--- src/rtl/ebc_pkg.sv ---
package ebc_pkg;
    parameter int EBC_AW    = 16;
    parameter int EBC_DW    = 16;
    parameter int EBC_BYTE  = 8;
    localparam int EBC_LANES = EBC_DW / EBC_BYTE;
    localparam int EBC_LSB_W = (EBC_LANES > 1) ? $clog2(EBC_LANES) : 1;

    typedef enum logic [2:0] {
        ST_IDLE,
        ST_ADDR,
        ST_HOLDA,
        ST_STRB,
        ST_WAIT,
        ST_RECOV
    } ebc_state_e;

    typedef struct packed {
        ebc_state_e              state;
        logic                    wphase;
        logic [EBC_AW-1:0]       addr;
        logic [EBC_LANES-1:0]    lanes;
        logic                    write;
        logic                    fetch;
        logic [EBC_DW-1:0]       wdata;
        logic                    wide;
        logic [EBC_DW-1:0]       rdata;
        logic                    rsp;
    } ebc_regs_t;
endpackage

--- src/rtl/ebc_lane_route.sv ---
module ebc_lane_route
    import ebc_pkg::*;
(
    input  logic                 wide,
    input  logic [EBC_LSB_W-1:0] addr_lo,
    input  logic [EBC_LANES-1:0] lanes,
    input  logic [EBC_DW-1:0]    wdata,
    input  logic [EBC_DW-1:0]    ad_in,
    input  logic [EBC_DW-1:0]    rdata_q,
    output logic [EBC_LANES-1:0] cur_lanes,
    output logic [EBC_DW-1:0]    wdata_bus,
    output logic [EBC_DW-1:0]    rdata_next
);
    logic [EBC_LANES-1:0] narrow_mask;
    logic [EBC_BYTE-1:0]  sel_byte;

    // Narrow cycles move only the lane the address points at.
    always_comb begin
        narrow_mask = '0;
        sel_byte    = '0;
        for (int i = 0; i < EBC_LANES; i++) begin
            if (addr_lo == i[EBC_LSB_W-1:0]) begin
                narrow_mask[i] = 1'b1;
                sel_byte       = wdata[i*EBC_BYTE +: EBC_BYTE];
            end
        end
        cur_lanes = wide ? lanes : (lanes & narrow_mask);
        wdata_bus = wide ? wdata : {EBC_LANES{sel_byte}};
    end

    // Read merge: wide lanes come from their own pads, narrow from lane 0.
    for (genvar g = 0; g < EBC_LANES; g++) begin : g_rd_lane
        assign rdata_next[g*EBC_BYTE +: EBC_BYTE] =
            cur_lanes[g] ? (wide ? ad_in[g*EBC_BYTE +: EBC_BYTE] : ad_in[EBC_BYTE-1:0])
                         : rdata_q[g*EBC_BYTE +: EBC_BYTE];
    end
endmodule

--- src/rtl/ebc_pin_decode.sv ---
module ebc_pin_decode
    import ebc_pkg::*;
(
    input  logic                 clk,
    input  logic                 rst_n,
    input  ebc_state_e           state,
    input  logic                 write,
    input  logic                 fetch,
    input  logic [EBC_LANES-1:0] cur_lanes,
    input  logic [EBC_AW-1:0]    addr,
    input  logic [EBC_DW-1:0]    wdata_bus,
    input  logic                 cfg_adv_mode,
    input  logic                 cfg_split_wr,
    output logic [EBC_DW-1:0]    ad_out,
    output logic                 ad_oe,
    output logic                 addr_strobe,
    output logic                 rd_n,
    output logic                 wr_n,
    output logic                 bhe_n,
    output logic                 inst
);
    logic addr_phase, strb_phase, in_cycle;

    always_comb begin
        addr_phase  = (state == ST_ADDR) || (state == ST_HOLDA);
        strb_phase  = (state == ST_STRB) || (state == ST_WAIT);
        in_cycle    = addr_phase || strb_phase || (state == ST_RECOV);
        ad_oe       = addr_phase || (write && (strb_phase || state == ST_RECOV));
        if (addr_phase)      ad_out = EBC_DW'(addr);
        else if (ad_oe)      ad_out = wdata_bus;
        else                 ad_out = '0;
        addr_strobe = cfg_adv_mode ? !(addr_phase || strb_phase) : (state == ST_ADDR);
        rd_n        = !(strb_phase && !write);
        wr_n        = !(strb_phase && write && (cfg_split_wr ? cur_lanes[0] : 1'b1));
        bhe_n       = !(strb_phase && write && cur_lanes[EBC_LANES-1]);
        inst        = in_cycle && fetch && !write;
    end

    assert_rd_wr_excl_R7: assert property (@(posedge clk) disable iff (!rst_n)
        !(!rd_n && (!wr_n || !bhe_n)));

    assert_latch_one_period_R6: assert property (@(posedge clk) disable iff (!rst_n)
        (!cfg_adv_mode && $rose(addr_strobe)) |=> !addr_strobe);

    assert_bus_free_on_read_R8: assert property (@(posedge clk) disable iff (!rst_n)
        !rd_n |-> !ad_oe);

    assert_wdata_hold_R9: assert property (@(posedge clk) disable iff (!rst_n)
        ($rose(wr_n) || $rose(bhe_n)) |-> ad_oe);
endmodule

--- src/rtl/ext_bus_ctrl.sv ---
module ext_bus_ctrl
    import ebc_pkg::*;
(
    input  logic                 clk,
    input  logic                 rst_n,
    input  logic                 cfg_width_dyn,
    input  logic                 cfg_adv_mode,
    input  logic                 cfg_split_wr,
    input  logic                 req_valid,
    output logic                 req_ready,
    input  logic                 req_write,
    input  logic                 req_fetch,
    input  logic [EBC_AW-1:0]    req_addr,
    input  logic [EBC_LANES-1:0] req_be,
    input  logic [EBC_DW-1:0]    req_wdata,
    output logic                 rsp_valid,
    output logic [EBC_DW-1:0]    rsp_rdata,
    input  logic                 width_pin,
    input  logic                 ready_pin,
    input  logic [EBC_DW-1:0]    ad_in,
    output logic [EBC_DW-1:0]    ad_out,
    output logic                 ad_oe,
    output logic                 addr_strobe,
    output logic                 rd_n,
    output logic                 wr_n,
    output logic                 bhe_n,
    output logic                 inst
);
    ebc_regs_t r_q, r_d;

    logic [EBC_LANES-1:0] cur_lanes;
    logic [EBC_DW-1:0]    wdata_bus;
    logic [EBC_DW-1:0]    rdata_next;
    logic [EBC_LANES-1:0] lanes_left;
    logic [EBC_LSB_W-1:0] first_lane;

    ebc_lane_route u_route (
        .wide       (r_q.wide),
        .addr_lo    (r_q.addr[EBC_LSB_W-1:0]),
        .lanes      (r_q.lanes),
        .wdata      (r_q.wdata),
        .ad_in      (ad_in),
        .rdata_q    (r_q.rdata),
        .cur_lanes  (cur_lanes),
        .wdata_bus  (wdata_bus),
        .rdata_next (rdata_next)
    );

    ebc_pin_decode u_pins (
        .clk          (clk),
        .rst_n        (rst_n),
        .state        (r_q.state),
        .write        (r_q.write),
        .fetch        (r_q.fetch),
        .cur_lanes    (cur_lanes),
        .addr         (r_q.addr),
        .wdata_bus    (wdata_bus),
        .cfg_adv_mode (cfg_adv_mode),
        .cfg_split_wr (cfg_split_wr),
        .ad_out       (ad_out),
        .ad_oe        (ad_oe),
        .addr_strobe  (addr_strobe),
        .rd_n         (rd_n),
        .wr_n         (wr_n),
        .bhe_n        (bhe_n),
        .inst         (inst)
    );

    always_comb begin
        first_lane = '0;
        for (int i = EBC_LANES - 1; i >= 0; i--) begin
            if (req_be[i]) first_lane = i[EBC_LSB_W-1:0];
        end
        lanes_left = r_q.lanes & ~cur_lanes;
    end

    always_comb begin
        r_d     = r_q;
        r_d.rsp = 1'b0;
        case (r_q.state)
            ST_IDLE: begin
                if (req_valid) begin
                    r_d.addr  = {req_addr[EBC_AW-1:EBC_LSB_W], first_lane};
                    r_d.lanes = req_be;
                    r_d.write = req_write;
                    r_d.fetch = req_fetch;
                    r_d.wdata = req_wdata;
                    r_d.rdata = '0;
                    r_d.state = ST_ADDR;
                end
            end
            ST_ADDR:  r_d.state = ST_HOLDA;
            ST_HOLDA: begin
                r_d.wide  = cfg_width_dyn && width_pin;
                r_d.state = ST_STRB;
            end
            ST_STRB: begin
                if (ready_pin) begin
                    r_d.state = ST_RECOV;
                    if (!r_q.write) r_d.rdata = rdata_next;
                end else begin
                    r_d.state  = ST_WAIT;
                    r_d.wphase = 1'b0;
                end
            end
            ST_WAIT: begin
                r_d.wphase = !r_q.wphase;
                if (r_q.wphase && ready_pin) begin
                    r_d.state = ST_RECOV;
                    if (!r_q.write) r_d.rdata = rdata_next;
                end
            end
            ST_RECOV: begin
                if (lanes_left != '0) begin
                    r_d.lanes = lanes_left;
                    r_d.addr  = r_q.addr + 1'b1;
                    r_d.state = ST_ADDR;
                end else begin
                    r_d.rsp   = 1'b1;
                    r_d.state = ST_IDLE;
                end
            end
            default: r_d.state = ST_IDLE;
        endcase
    end

    always_ff @(posedge clk or negedge rst_n) begin
        if (!rst_n) r_q <= '{state: ST_IDLE, default: '0};
        else        r_q <= r_d;
    end

    assign req_ready = (r_q.state == ST_IDLE);
    assign rsp_valid = r_q.rsp;
    assign rsp_rdata = r_q.rdata;

    assert_wait_stretch_R5: assert property (@(posedge clk) disable iff (!rst_n)
        (r_q.state == ST_STRB && !ready_pin) |=> ##1 (!rd_n || !wr_n || !bhe_n));

    assert_narrow_one_lane_R3: assert property (@(posedge clk) disable iff (!rst_n)
        (r_q.state == ST_STRB && $past(!cfg_width_dyn) && cfg_split_wr) |-> !(!wr_n && !bhe_n));

    assert_rsp_after_recov_R8: assert property (@(posedge clk) disable iff (!rst_n)
        rsp_valid |-> $past(r_q.state) == ST_RECOV);

    assert_idle_quiet_R1: assert property (@(posedge clk) disable iff (!rst_n)
        req_ready |-> (rd_n && wr_n && bhe_n && !ad_oe && !inst));
endmodule

--- config.mk ---
export PLATFORM = sky130hd
export DESIGN_NAME = ext_bus_ctrl
export DESIGN_NICKNAME = d
export VERILOG_FILES = /design/src/rtl/ebc_pkg.sv /design/src/rtl/ebc_lane_route.sv /design/src/rtl/ebc_pin_decode.sv /design/src/rtl/ext_bus_ctrl.sv
export SDC_FILE = /design/constraint.sdc
export NUM_CORES = 1
export LEC_CHECK = 0
export CORE_AREA = 2 2 123 125
export DETAILED_ROUTE_END_ITERATION = 7
export DIE_AREA = 0 0 125 127
export GPL_TIMING_DRIVEN = 0
export HOLD_SLACK_MARGIN = 0.06
export SLEW_MARGIN = 15
export SYNTH_ARGS = -nofsm -noshare
export SYNTH_HDL_FRONTEND = slang
export SYNTH_SLANG_ARGS = --single-unit
--- constraint.sdc ---
create_clock -name clk -period 2.4 [get_ports clk]
set_input_delay 0.24 -clock clk [delete_from_list [all_inputs] [get_ports clk]]
set_output_delay 0.24 -clock clk [all_outputs]
set_load 0.03 [all_outputs]
==> results of run 1 <==
==> kinds of logic after synthesis <==
group	share of synthesized area [%]
xor gates and xnor gates	0.487
AOI/OAI and AO/OA	18.0
adders and majority gates	0.348
DFF	40.4
muxes	12.0
buffers and inverters	8.49
and+or+nand+nor	20.3
==> critical path: cells and delay by family (launching register included) <==
kind	cells	cell delay [ps]
AO/OA/AOI/OAI	3	970
buffers and inverters	2	440
flip-flops	1	450
==> synth_stat cells (3+ instances only) <==
| library cell | count |
|---|---|
| nand2_1 | 85 |
| buf_4 | 18 |
| nor4_1 | 6 |
| buf_2 | 7 |
| nand2b_1 | 3 |
| nor2_1 | 21 |
| nor3_1 | 4 |
| inv_1 | 16 |
| o21ai_1 | 3 |
| clkbuf_1 | 10 |
| nand3_1 | 18 |
| o22ai_1 | 4 |
| mux2i_1 | 33 |
| dfrtp_1 | 58 |
| a22o_1 | 4 |
| a21oi_1 | 18 |
| a31oi_1 | 5 |
| o31ai_1 | 16 |
| mux2_2 | 8 |
| nand4_1 | 5 |
| buf_1 | 5 |
| o21ai_0 | 18 |
==> power groups by stage <==
stage / Sequential (uW) / Combinational, uW / Clock (uW)
3_5_place_dp: 1910 / 4410 / 0
5_1_grt: 1970 / 4770 / 1240
4_1_cts: 1910 / 4420 / 1200
3_3_place_gp: 1890 / 4380 / 0
2_1_floorplan: 1760 / 2990 / 0
6_report: 1920 / 4410 / 1170
==> stage by stage <==
stage / cell area [um^2] / utilization [%] / std cells / hold slack (ps)
finish: 5100 / 35.4 / 712 / 444
global route: 5100 / 35.4 / 712 / 449
CTS: 5110 / 35.4 / 709 / 438
detailed placement: 4790 / 33.2 / 691 / 358
global placement: 4800 / 33.3 / 691 / 483
floorplan: 3600 / - / 410 / -55.6
==> routing by layer <==
| layer | part of all wire, % | global-route usage (%) | up-vias |
|---|---|---|---|
| met5 | 0 | 0 | - |
| met2 | 46 | 23.8 | 159 |
| li1 | - | - | 1662 |
| met4 | 1.0 | 3.66 | 0 |
| met3 | 7.9 | 3.98 | 10 |
| met1 | 45 | 19.5 | 1641 |
==> registers in the layout, indices dropped and copies added, names as in the netlist <==
register   count
r_q           41
rsp_rdata     16
rsp_valid      1
==> placed cells by master (no fill, tap or decap), types with 3 or more instances in the layout <==
cell | Yosys | routed
nand2_1 | 85 | 85
o31ai_1 | 16 | 12
nand3_1 | 18 | 18
nor3_1 | 4 | 4
nor4_1 | 6 | 6
buf_4 | 18 | 29
dfrtp_1 | 58 | 57
mux2i_1 | 33 | 33
buf_1 | 5 | 4
a31oi_1 | 5 | 5
clkbuf_2 | 0 | 6
o21ai_0 | 18 | 18
a22o_1 | 4 | 4
o22ai_1 | 4 | 4
inv_1 | 16 | 16
nand4_1 | 5 | 5
o31ai_2 | 0 | 4
mux2_2 | 8 | 8
buf_2 | 7 | 13
nor2_1 | 21 | 20
dlygate4sd2_1 | 0 | 5
a21oi_1 | 18 | 18
clkdlybuf4s50_1 | 0 | 73
clkbuf_16 | 0 | 9
clkinv_2 | 0 | 3
clkbuf_1 | 10 | 8
nand2b_1 | 3 | 3
==> worst paths after layout <==
kind | slack [ps] | endpoint | from | depth (start not counted)
setup / recovery | -20 | ad_out[11] | r_q[55] | 5
max in group asynchronous | 1320 | r_q[35] | rst_n | 2
hold reg to reg | 500 | r_q[33] | r_q[33] | 2
min in group asynchronous | 540 | rsp_rdata[1] | rst_n | 2
hold / removal | 440 | r_q[47] | req_valid | 4
setup reg to reg | 260 | r_q[41] | r_q[38] | 5
==> repair_timing <==
action	4_1_cts	5_1_grt
gates cloned	0	0
setup endpoints to repair	22	20
pin swaps	1	1
gates resized for setup	89	21
hold buffers	1	0
endpoints found under the hold margin	58	0
buffers inserted	3	3
==> area by class of cell <==
| type | instances | area [um^2] | area share, % |
|---|---|---|---|
| clock inverters | 3 | 15.0 | 0.294 |
| plain buffers | 40 | 245 | 4.80 |
| inverters | 18 | 67.6 | 1.32 |
| multi-input cells | 293 | 1880 | 36.9 |
| clock buffers | 12 | 256 | 5.02 |
| well taps | 184 | 230 | 4.51 |
| repair buffers | 104 | 956 | 18.7 |
| flip-flops and latches | 58 | 1450 | 28.5 |
==> metrics.cfg, run 1 <==
[drt]
wl_per_cell_um = 16.2
drc = 0
drtIter0Drc = 308
first_pass_iters = 4
drt-total-wl_mm = 11.6
vias_per_cell = 4.88
via_count = 3472
ant_nets = 0

[pwr]
p_leak_uw = 0.00223
p_switching_uw = 3540
power_density_nw_per_um2 = 1470
clkPwrFrac_pct = 15.6
swShare_pct = 47.2
vdd_ir_drop_max_mv = 0.748
combPwrFrac_pct = 58.8
seqPwrFrac_pct = 25.6
p_int_uw = 3960
finalPower_uw = 7500

[setup_path]
cp_cell_sequence = buf_4 -> a21o_1 -> a221o_2 -> o31ai_1 -> buf_4
critPathMaxFanout = 10
worstSetupStartpointType = flop
worstSetupEndpointType = output port
path_common_cell = buf_4
cp_data_arrival_time_ps = 2180
critPathKind = reg2out
critPathSlowestCell = dfrtp_1
worstPathRequired_ps = 2160
max_stage_delay_ps = 450

[die]
row_count = 44
dieArea_um2 = 15900
die_h_um = 127
core_um2 = 14400
start_util_pct = 24.9
io-pin-count = 100
die_w_um = 125

[logic_synthesis]
syn_area_um2 = 3590
ys_warn_count = 0
synth_cell_type_count = 57
syn_inst = 410
yosys.area.top_type = dfrtp_1
ys_seq_elements = 58
synth_area_leaders = dfrtp_1 40%, mux2i_1 9.2%, nand2_1 8.9%
seq_area_frac_synth_pct = 40.4
synth_edf_count = 0
ys.flop_type = dfrtp_1
async_flop_share_pct = 100
synth_top_area_share_pct = 40.4
syn_avg_cell_area_um2 = 8.77
syn_nets = 471

[timing]
setup_slack_ps = -23.6
fin_crit_ps = 2420
skew_ps = 7.60
relSlewSlack_pct = 47.7
period_share_pct = 101
fin_setup_tns_ps = -74.1
finalSetupViolCount = 5
worst_pin_slew_ps = 781
fmax_ghz = 0.413
slew_viol_final = 0
rsz0062_at_grt = yes
hold_viol = 0

[place]
dp_hpwl_mm = 8.58
routabilityCongestion = 0.888
place_ws_ps = -387
io_buffers = 97

[global_route]
track_usage_pct = 14.7
antenna_found_initial = 0
grt.overflow.total = 0
grt_pass1_vias = 3543
grt_start_max_net_pins = 59
grt_pass1_wl_mm = 18.5

[status]
status = finished, violations left
violations = setup timing

[clock_tree]
cts_tree = yes
cts_sinks = 58
cts_root_buffer = clkbuf_16
worstSkewPairLatency_ps = 330
numCtsBuffers = 9
clockBufferDepth = 2
h-tree-depth = 3
cts.clk_slew.worst_paths_ps = 50

[flow_run]
cap_violations = 0

[final_layout]
n_antenna_cell = 0
final_nets = 585
fill_cells = 1497
syn2layout_area_growth_pct = 42.0
drive_gt1_share_pct = 18.0

[worst_hold_path]
worstHoldPathType = in2reg

Power figures use the tool's default switching activity.
==> run 2, diff against run 1 <==
- CELL_PAD_IN_SITES_DETAIL_PLACEMENT: not set -> 0
- CELL_PAD_IN_SITES_GLOBAL_PLACEMENT: not set -> 1
- DONT_BUFFER_PORTS: not set -> 1
- PLACE_DENSITY_LB_ADDON: not set -> 0.1
==> run 2 against run 1 <==
  * The flow now finishes without violations
  * Combinational power down 3%
  * Flip-flop and latch count unchanged
  * Clock skew down 2.1 ps
  * Fmax up 4.1%
  * Die area unchanged
  * First-iteration DRC count down 51%
  * Global-route usage up 1.3 points
  * Critical endpoint is now ad_oe
  * Setup slack better by 96 ps
==> metrics.cfg, run 2 (synthesis results as in run 1) <==
[timing]
rsz0062_at_grt = no
setup_slack_ps = 72.2
period_share_pct = 97.0
relSlewSlack_pct = 32.9
hold_ws_ps = 79.3
finalSetupViolCount = 0
slew_viol_final = 0
fin_crit_ps = 2330
fmax_ghz = 0.430
skew_ps = 5.48
worst_pin_slew_ps = 998
hold_viol = 0

[clock_tree]
cts_sinks = 58
clockBufferDepth = 2
cts.clk_slew.worst_paths_ps = 50
numCtsBuffers = 9
h-tree-depth = 3
cts_tree = yes
worstSkewPairLatency_ps = 330
cts_root_buffer = clkbuf_16

[drt]
ant_nets = 0
first_pass_iters = 4
wl_per_cell_um = 20.0
vias_per_cell = 5.03
drtIter0Drc = 150
drc = 0
via_count = 3228
drt-total-wl_mm = 12.8

[final_layout]
top_register = r_q
stdcell_area_um2 = 4660
largest_reg_flops = 41
layout_common_cells = 85 x nand2_1, 55 x dfrtp_1, 33 x mux2i_1, 31 x dlygate4sd3_1, 21 x buf_4
syn2layout_area_growth_pct = 29.5
seq_area_um2 = 1460
final_common_cell = nand2_1
fill_cells = 1556
multi_input_area_um2 = 2040
final_nets = 517
n_antenna_cell = 0
drive_gt1_share_pct = 19.4

[setup_path]
cp_data_arrival_time_ps = 2090
r2r_start = r_q[38]
cp_cell_sequence = buf_4 -> nor3_4 -> a221o_2 -> inv_1
worst-r2r-cell-count = 5
critPathKind = reg2out
critPathMaxFanout = 11
worstSetupStartpointType = flop
worstPathRequired_ps = 2160
crit_family = simple AND/OR/NAND/NOR gates
worstSetupEndpointType = output port
max_stage_delay_ps = 510
r2r_end = r_q[41]
critPathSlowestCell = nor3_4
worst-path-buf-inv = 2
rrSetupSlack_ps = 200

[worst_hold_path]
hold_start = req_addr[5]
whs_path_depth = 2
min_to = r_q[43]
worstHoldPathType = in2reg

[pwr]
p_int_uw = 3630
vdd_ir_drop_max_mv = 0.584
clkPwrFrac_pct = 16.0
finalPower_uw = 7400
combPwrFrac_pct = 58.0
p_leak_uw = 0.00196
seqPwrFrac_pct = 26.1
p_switching_uw = 3780
power_density_nw_per_um2 = 1590
swShare_pct = 51.0

[status]
status = finished, final reports clean

[die]
io-pin-count = 100
start_util_pct = 24.9
core_um2 = 14400
dieArea_um2 = 15900
die_h_um = 127
row_count = 44
die_w_um = 125

[global_route]
use_met2_pct = 26.2
grt_pass1_wl_mm = 19.5
met1_usage_pct = 19.5
grt_start_max_net_pins = 59
track_usage_pct = 16.0
grt.busiest_layer = met2
grt.overflow.total = 0
grt_pass1_vias = 3364
antenna_found_initial = 0
use_met3_pct = 4.86

[flow_run]
cap_violations = 0

[place]
place_ws_ps = -481
io_buffers = 0
dp_hpwl_mm = 9.16
routabilityCongestion = 0.783
place_area_um2 = 3830

-- run 2: changes by cell type in the layout (fill, tap and decap cells not counted), moves of 7 or more --
cell             change
buf_2                -7
buf_4                -8
clkdlybuf4s50_1     -73
dlygate4sd3_1       +30
o21ai_0              -7
o21ai_2              +7
o31ai_4              +8
-- run 2: repair_timing --
action / 4_1_cts / 5_1_grt
pin swaps: 11 / 4
gates cloned: 0 / 1
gates resized for setup: 40 / 9
endpoints found under the setup margin: 20 / 13
hold endpoints to repair: 88 / 0
setup buffers: 2 / 1
hold buffers: 32 / 0
-- run 2: layer usage --
| metal | share of wire [%] | up-vias |
|---|---|---|
| li1 | - | 1542 |
| met1 | 44 | 1567 |
| met2 | 47 | 99 |
| met3 | 6.4 | 20 |
| met4 | 2.5 | 0 |
| met5 | 0 | - |
-- run 2: cell type report --
| cell class | count | share of cell area, % |
|---|---|---|
| sequential | 58 | 31.3 |
| tap | 184 | 4.94 |
| timing repair buffer | 35 | 7.74 |
| clock buffer | 13 | 5.59 |
| inverter | 18 | 1.45 |
| buffer | 40 | 5.29 |
| multi-input combinational | 294 | 43.7 |
-- run 2: power by group through the flow --
| stage | Sequential [uW] | Combinational (uW) | Clock [uW] |
|---|---|---|---|
| 2_1_floorplan | 1760 | 2990 | 0 |
| 3_3_place_gp | 1950 | 3620 | 0 |
| 3_5_place_dp | 1950 | 3650 | 0 |
| 4_1_cts | 1940 | 4250 | 1220 |
| 5_1_grt | 2000 | 4660 | 1260 |
| 6_report | 1930 | 4290 | 1180 |
-- run 2: how the worst max path moves through the flow --
stage	startpoint	end	slack, ps	cells past startpoint
final	r_q[56]	ad_oe	70	4
after global routing	r_q[56]	ad_out[2]	3	6
after CTS	r_q[57]	ad_out[0]	-40	5
after detailed placement	r_q[56]	ad_out[10]	-480	5
after global placement	r_q[56]	ad_out[10]	-450	5
after floorplan	r_q[56]	ad_out[10]	40	5
-- run 2: stage by stage --
| step | setup TNS [ps] | util [%] | instances |
|---|---|---|---|
| after floorplan | 0 | - | 410 |
| after global placement | -4330 | 26.5 | 594 |
| after global routing | 0 | 32.3 | 642 |
| final | 0 | 32.3 | 642 |
| after CTS | -44.1 | 32.0 | 640 |
| after detailed placement | -4740 | 26.6 | 594 |
==> run 3, diff against run 2 <==
- CELL_PAD_IN_SITES_DETAIL_PLACEMENT: 0 -> 1
- CELL_PAD_IN_SITES_GLOBAL_PLACEMENT: 1 -> 2
- MAX_ROUTING_LAYER: not set -> met4
==> run 3 against run 2 <==
  * Flip-flop and latch count unchanged
  * Total power grew 5.3%
  * Register-to-register slack better by 30 ps
  * Combinational power rose by 5.1%
  * Routed wire length up 7.8%
  * Setup slack improved by 2.5 ps
  * Sequential share of layout area decreased by 0.58 points
  * Clock skew is 3.2 ps higher
  * Fmax increased by 0.11%
  * Clock power rose by 14%
  * Global-route usage increased by 2.3 points
==> metrics.cfg, run 3 (synthesis results as in run 1) <==
[final_layout]
final_core_util_pct = 32.9
largest_reg_flops = 41
syn2layout_area_growth_pct = 32.0
stdcell_area_um2 = 4740
layout_common_cells = 85 x nand2_1, 55 x dfrtp_1, 33 x mux2i_1, 31 x buf_4, 28 x dlygate4sd3_1
top_register = r_q
final_nets = 522
final_common_cell = nand2_1
drive_gt1_share_pct = 21.9
n_antenna_cell = 0

[setup_path]
worstSetupEndpointType = output port
worst-path-buf-inv = 1
max_stage_delay_ps = 500
worst-r2r-cell-count = 5
critPathKind = reg2out
worstPathRequired_ps = 2160
cp_num_cells = 4
cp_data_arrival_time_ps = 2090
crit_family = compound AO/OA/AOI/OAI gates
critPathSlowestCell = a221o_4
worstSetupStartpointType = flop
cp_cell_sequence = buf_4 -> a21o_1 -> a221o_4 -> o31ai_4
critPathMaxFanout = 10

[die]
start_util_pct = 24.9
dieArea_um2 = 15900
row_count = 44
io-pin-count = 100
core_um2 = 14400
die_h_um = 127
die_w_um = 125

[pwr]
vdd_ir_drop_max_mv = 0.449
p_leak_uw = 0.00201
power_density_nw_per_um2 = 1640

[global_route]
grt_pass1_vias = 3632
grt.overflow.total = 0
grt_pass1_wl_mm = 21.7
antenna_found_initial = 0
grt_start_max_net_pins = 59
track_usage_pct = 18.3

[timing]
relSlewSlack_pct = 34.0
setup_slack_ps = 74.7
finalSetupViolCount = 0
slew_viol_final = 0
period_share_pct = 96.9
fmax_ghz = 0.430
fin_setup_tns_ps = 0
worst_pin_slew_ps = 982
skew_ps = 8.66
hold_viol = 0
fin_crit_ps = 2330

[place]
place_ws_ps = -457
routabilityCongestion = 0.744
io_buffers = 0
dp_hpwl_mm = 9.54
place_area_um2 = 3830

[drt]
drtIter0Drc = 107
via_count = 3312
drt-total-wl_mm = 13.8
first_pass_iters = 5
wl_per_cell_um = 21.3
drc = 0
ant_nets = 0
vias_per_cell = 5.10

[clock_tree]
cts_sinks = 58
cts_tree = yes
numCtsBuffers = 9
worstSkewPairLatency_ps = 330
cts.clk_slew.worst_paths_ps = 60
cts_root_buffer = clkbuf_16
clockBufferDepth = 2
h-tree-depth = 3

[flow_run]
cap_violations = 0

[status]
status = finished, final reports clean

[worst_hold_path]
whs_path_depth = 2
worstHoldPathType = in2reg

==> run 3: cell types whose count changed in the layout (fill, tap and decap cells not counted), sizes merged <==
| cell | delta |
|---|---|
| bufinv | +1 |
| clkinvlp | +1 |
| inv | -1 |
| clkinv | +1 |
| buf | +8 |
| dlygate4sd3 | -3 |
==> run 3: routing by layer <==
layer | share of wire [%] | up-vias | GRT usage [%]
li1 | - | 1552 | -
met2 | 49 | 72 | 30.0
met1 | 45 | 1680 | 22.9
met3 | 4.3 | 8 | 4.31
met4 | 1.1 | 0 | 4.77
met5 | 0 | - | -
==> run 3: what timing repair did <==
action / in CTS / in global routing
gates cloned: 0 / 1
gates resized for setup: 44 / 8
pin swaps: 8 / 8
hold buffers: 29 / 0
endpoints found under the setup margin: 20 / 18
buffers inserted: 1 / 10
endpoints found under the hold margin: 85 / 0
==> run 3: worst paths after layout <==
path                               start             to  slack (ps)
min in group asynchronous          rst_n   rsp_rdata[3]         440
min                          req_addr[5]        r_q[43]          70
min reg2reg                rsp_rdata[15]  rsp_rdata[15]         500
max in group asynchronous          rst_n        r_q[56]        1670
max                              r_q[55]      ad_out[9]          70
max reg2reg                      r_q[38]        r_q[41]         230
==> run 3: stage by stage <==
step           hold slack, ps  std cells  total power, uW
2_1_floorplan           -55.6        410             4740
6_report                 68.3        649             7790
3_5_place_dp            -52.9        594             5690
5_1_grt                  66.1        649             8360
4_1_cts                  62.4        638             7660
3_3_place_gp            -52.2        594             5620
==> run 3: report_power, final <==
part	leakage [uW]	internal [uW]	total (uW)	switching (uW)
Clock	0.000152	881	1350	466
Sequential	0.000739	1440	1940	496
Combinational	0.00112	1560	4510	2950
Total	0.00201	3880	7790	3910
==> run 3: worst reg2reg max path, stage by stage, from the launching register on <==
cell and delay, ps:
dfrtp_1 350, buf_2 250, mux2_2 390, a31oi_1 680, a21oi_1 60, o2bb2a_1 320
==> run 3: cell type report <==
class	instances	area [um^2]
buffer	40	248
clock inverter	2	35.0
fill	1664	9680
clock buffer	13	270
sequential	58	1460
tap	184	230
multi-input combinational	294	2040
inverter	18	71.3
timing repair buffer	40	390
